--- config.mk ---
export PLATFORM = sky130hd
export DESIGN_NAME = irq_trigger_latch
export DESIGN_NICKNAME = d
export VERILOG_FILES = /design/src/rtl/irq_trigger_latch.sv
export SDC_FILE = /design/constraint.sdc
export NUM_CORES = 1
export LEC_CHECK = 0
export ABC_AREA = 1
export BUFFER_PORTS_ARGS = -buffer_cell sky130_fd_sc_hd__clkbuf_2
export CAP_MARGIN = 20
export CORE_MARGIN = 5
export CORE_UTILIZATION = 55
export DETAILED_ROUTE_END_ITERATION = 10
export PLACE_DENSITY = 0.88
export SYNTH_ARGS = -nofsm -noshare
export SYNTH_HDL_FRONTEND = slang
export SYNTH_SLANG_ARGS = --single-unit
--- constraint.sdc ---
create_clock -name clk -period 1.8 [get_ports clk]
set_clock_uncertainty 0.2 [all_clocks]
set_input_delay 0 -clock clk [delete_from_list [all_inputs] [get_ports clk]]
set_output_delay 0 -clock clk [all_outputs]
set_load 0.02 [all_outputs]
--- src/rtl/irq_trigger_latch.sv ---
module irq_trigger_latch #(
  parameter int LINES = 8,
  parameter int ADDR_W = 1,
  parameter int unsigned INST_ADDR = 0
) (
  input  logic              clk,
  input  logic              rst,
  input  logic [LINES-1:0]  irq_line,
  input  logic [LINES-1:0]  irq_ack,
  input  logic [ADDR_W-1:0] reg_addr,
  input  logic              reg_wr,
  input  logic [LINES-1:0]  reg_wdata,
  output logic [LINES-1:0]  reg_rdata,
  output logic [LINES-1:0]  pending
);

  logic [LINES-1:0] mode, sync_a, sync_b, held, blocked;

  wire sel    = (reg_addr == ADDR_W'(INST_ADDR));
  wire wr_hit = reg_wr & sel;
  wire [LINES-1:0] mode_chg = wr_hit ? (reg_wdata ^ mode) : '0;
  wire [LINES-1:0] take     = sync_b & ~blocked & ~held;

  assign pending   = (mode & sync_b) | (~mode & held);
  assign reg_rdata = sel ? mode : '0;

  always_ff @(posedge clk) begin
    if (rst) begin
      mode    <= '0;
      sync_a  <= '0;
      sync_b  <= '0;
      held    <= '0;
      blocked <= '0;
    end else begin
      sync_a <= irq_line;
      sync_b <= sync_a;
      if (wr_hit) mode <= reg_wdata;
      held    <= ~mode & ~mode_chg & ((held & ~irq_ack) | take);
      blocked <= mode | mode_chg | take | (blocked & (held | sync_b));
    end
  end

  logic [1:0] age;
  always_ff @(posedge clk) begin
    if (rst) age <= '0;
    else if (age != 2'd3) age <= age + 2'd1;
  end

  assert_reset_clear_R8: assert property (@(posedge clk)
    rst |=> (reg_rdata == '0 && pending == '0));

  assert_write_loads_R7: assert property (@(posedge clk) disable iff (rst)
    wr_hit |=> mode == $past(reg_wdata));

  for (genvar n = 0; n < LINES; n++) begin : g_chk
    assert_edge_hold_R2: assert property (@(posedge clk) disable iff (rst)
      (!mode[n] && pending[n] && !irq_ack[n] && !mode_chg[n]) |=> pending[n]);

    assert_ack_clears_R3: assert property (@(posedge clk) disable iff (rst)
      (!mode[n] && pending[n] && irq_ack[n] && !mode_chg[n]) |=> !pending[n]);

    assert_no_retrigger_R4: assert property (@(posedge clk) disable iff (rst)
      (!mode[n] && !pending[n] && sync_b[n] && $past(sync_b[n]) && !mode_chg[n])
        |=> !pending[n]);

    assert_level_follows_R5: assert property (@(posedge clk) disable iff (rst)
      (age == 2'd3 && mode[n]) |-> pending[n] == $past(irq_line[n], 2));

    assert_mode_change_drops_R9: assert property (@(posedge clk) disable iff (rst)
      (mode_chg[n] && reg_wdata[n] == 1'b0) |=> !pending[n]);
  end

endmodule

==> metrics.txt <==
status completed; pin count of the biggest net entering global routing 20; max cap viols 0; CP Data Required Time 1890 ps; worst skew pair latency 350 ps; RSZ-0062 raised after global routing no; vias in the first global route 1,689; Setup crit end kind flip-flop; EDFF count, synth 0; Die W 65.1 um; gr ovfl total 0; DIE AREA 4230 um2; DR vias 1,707; main flop type after synthesis dfxtp_1; Multi-input gate area 673 um2; synth cell count leaders nor2_1 (56), dfxtp_1 (40), inv_1 (36), nand2_1 (30), o21ai_0 (17); ranking of synthesized cells by area dfxtp_1 (48%), nor2_1 (13%), inv_1 (8.1%), nand2_1 (6.8%), o21ai_0 (5.1%); synth unique cells 16; GPL Wtd Cong 0.816; Die Ht 65.1 um; Root Driver clkbuf_4; clock buffer depth 2; I/O pins 44; Syn Std Cell Area 1670 um2; drt first pass iters 4; sequential power share 55.1%; CTS tree done; largest area contributor in the netlist dfxtp_1; sequential-to-total area share from yosys stat 48.0%; PortBufs 43; Layout Nets 342; All-Layer GR Usage 22.5%; final setup fails 0; gate count after technology mapping 224; Final Max Tran Viols 0; Area growth syn-to-layout 43.8%; Worst Path Max Fanout 18; Achievable Freq 0.589 GHz; measured slew at the worst slew-check pin 367 ps; Pwr Density 726 nW/um2; fraction of registers with async set/reset 0%; Final Hold Vio Count 0; DRT Wirelength 4450 um; YS warnings 0; path type of the worst min-delay path primary input to flip-flop; Cell Int Power 1.26 mW; Comb power frac 16.8%; Initial Util 56.0%; first-pass GRT wire length 7340 um; Crit Path Category primary input to flip-flop; Core Area 2980 um2; Clk pin slew, worst setup/hold paths 130 ps; Clk pwr share 28.1%; Max-slew headroom 75.5%; Min Clock Period, post-route 1700 ps; fin crit share 94.3%; fraction of layout cells with a size suffix above 1 22.2%; # rows 20; Final Total Pwr 1.74 mW; DR DRC count 0; clock sink total 40; switching share of power 27.3%; Setup crit start kind primary input; Pleak 1.12 nW; post-synth top area share 48.0%; Max VDD drop 0.518 mV; antenna violations before repair 0; CTS Buf Count 5; post-route ant nets 0; # Post-CTS Setup Buffers 0; Syn Nets 252; Max H-tree Level 2; dpl hpwl 2520 um; Fill cells 194; Synth Register Bits 40; FF/Latch Area 801 um2; most frequent cell after synthesis nor2_1; detail-routed net length per standard cell 12.8 um; WP data arrival 1790 ps; Starting DRT DRC Count 130; mean post-synth cell area 7.45 um2; antenna cells 0; total negative slack 0 ps; switching power total 0.475 mW; Via density 4.91
[metal layers]
metal | part of all wire [%] | global-route usage (%)
met1 | 41 | 25.5
met2 | 49 | 39.5
met3 | 5.3 | 4.85
met4 | 4.3 | 11.4
met5 | 0 | 0
[critical path, stage by stage]
cell and delay [ps]:
dlygate4sd3_1 530, clkbuf_2 270, inv_2 210, nand3_1 90, nor2_1 130, dlygate4sd3_1 560
[stage by stage]
stage	util, %	instances	cell area [um2]	hold slack [ps]	setup slack (ps)
5_1_grt	80.5	348	2400	56.0	4.36
2_1_floorplan	-	224	1670	-93.0	726
6_report	80.5	348	2400	17.9	102
3_3_place_gp	63.4	295	1890	-5.41	799
4_1_cts	80.5	348	2400	15.7	54.3
3_5_place_dp	63.4	295	1890	-3.83	774
[flip-flops by register name, summed over array words and instances (netlist names)]
signal and cells:
sync_b 8, sync_a 8, blocked 8, mode 8, held 8
[cells by family after synthesis]
logic type / synth area share (%)
AND/OR/NAND/NOR: 30.2
buffers and inverters: 11.6
AO/OA/AOI/OAI: 10.2
flip-flops: 48.0
[final cells by class]
type                       count  area share, %
timing repair buffer          89           28.1
tap                           33           1.72
inverter                      37           6.31
sequential                    40           33.4
clock buffer                   8           2.45
multi-input combinational    141           28.1
[final timing paths]
kind                    end  cells past startpoint  slack [ps]  startpoint
setup / recovery    held[7]                      6         100         rst
hold / removal      held[6]                      4          20      reg_wr
setup reg to reg    held[2]                      4         270     held[2]
hold reg to reg   sync_b[1]                      2         210   sync_a[1]
[cells in the final DEF, fill, tap and decap left out]
master and n:
nor2_1 56, dlygate4sd3_1 45, clkbuf_2 43, dfxtp_1 40
inv_1 35, nand2_1 30, o21ai_0 17, a21oi_1 11
nand3_2 7, nand2_2 7, nand3_1 5, clkbuf_4 5
o21bai_1 4, nor2_2 2, clkbuf_1 2, inv_12 1
inv_2 1, nand3_4 1, nand2_4 1, clkbuf_8 1
buf_4 1
[power groups by stage]
stage | Combinational (mW) | Sequential, mW | Clock, mW
floorplan | 0.148 | 0.970 | 0
global placement | 0.204 | 0.974 | 0
detailed placement | 0.209 | 0.976 | 0
CTS | 0.281 | 0.956 | 0.472
global route | 0.323 | 0.963 | 0.523
finish | 0.292 | 0.959 | 0.489
[what timing repair did]
item / 4_1_cts / 5_1_grt
endpoints found under the setup margin: 0 / 5
hold endpoints to repair: 35 / 0
resized for setup: 0 / 1
hold buffers: 45 / 0
(Power assumes the default switching activity.)
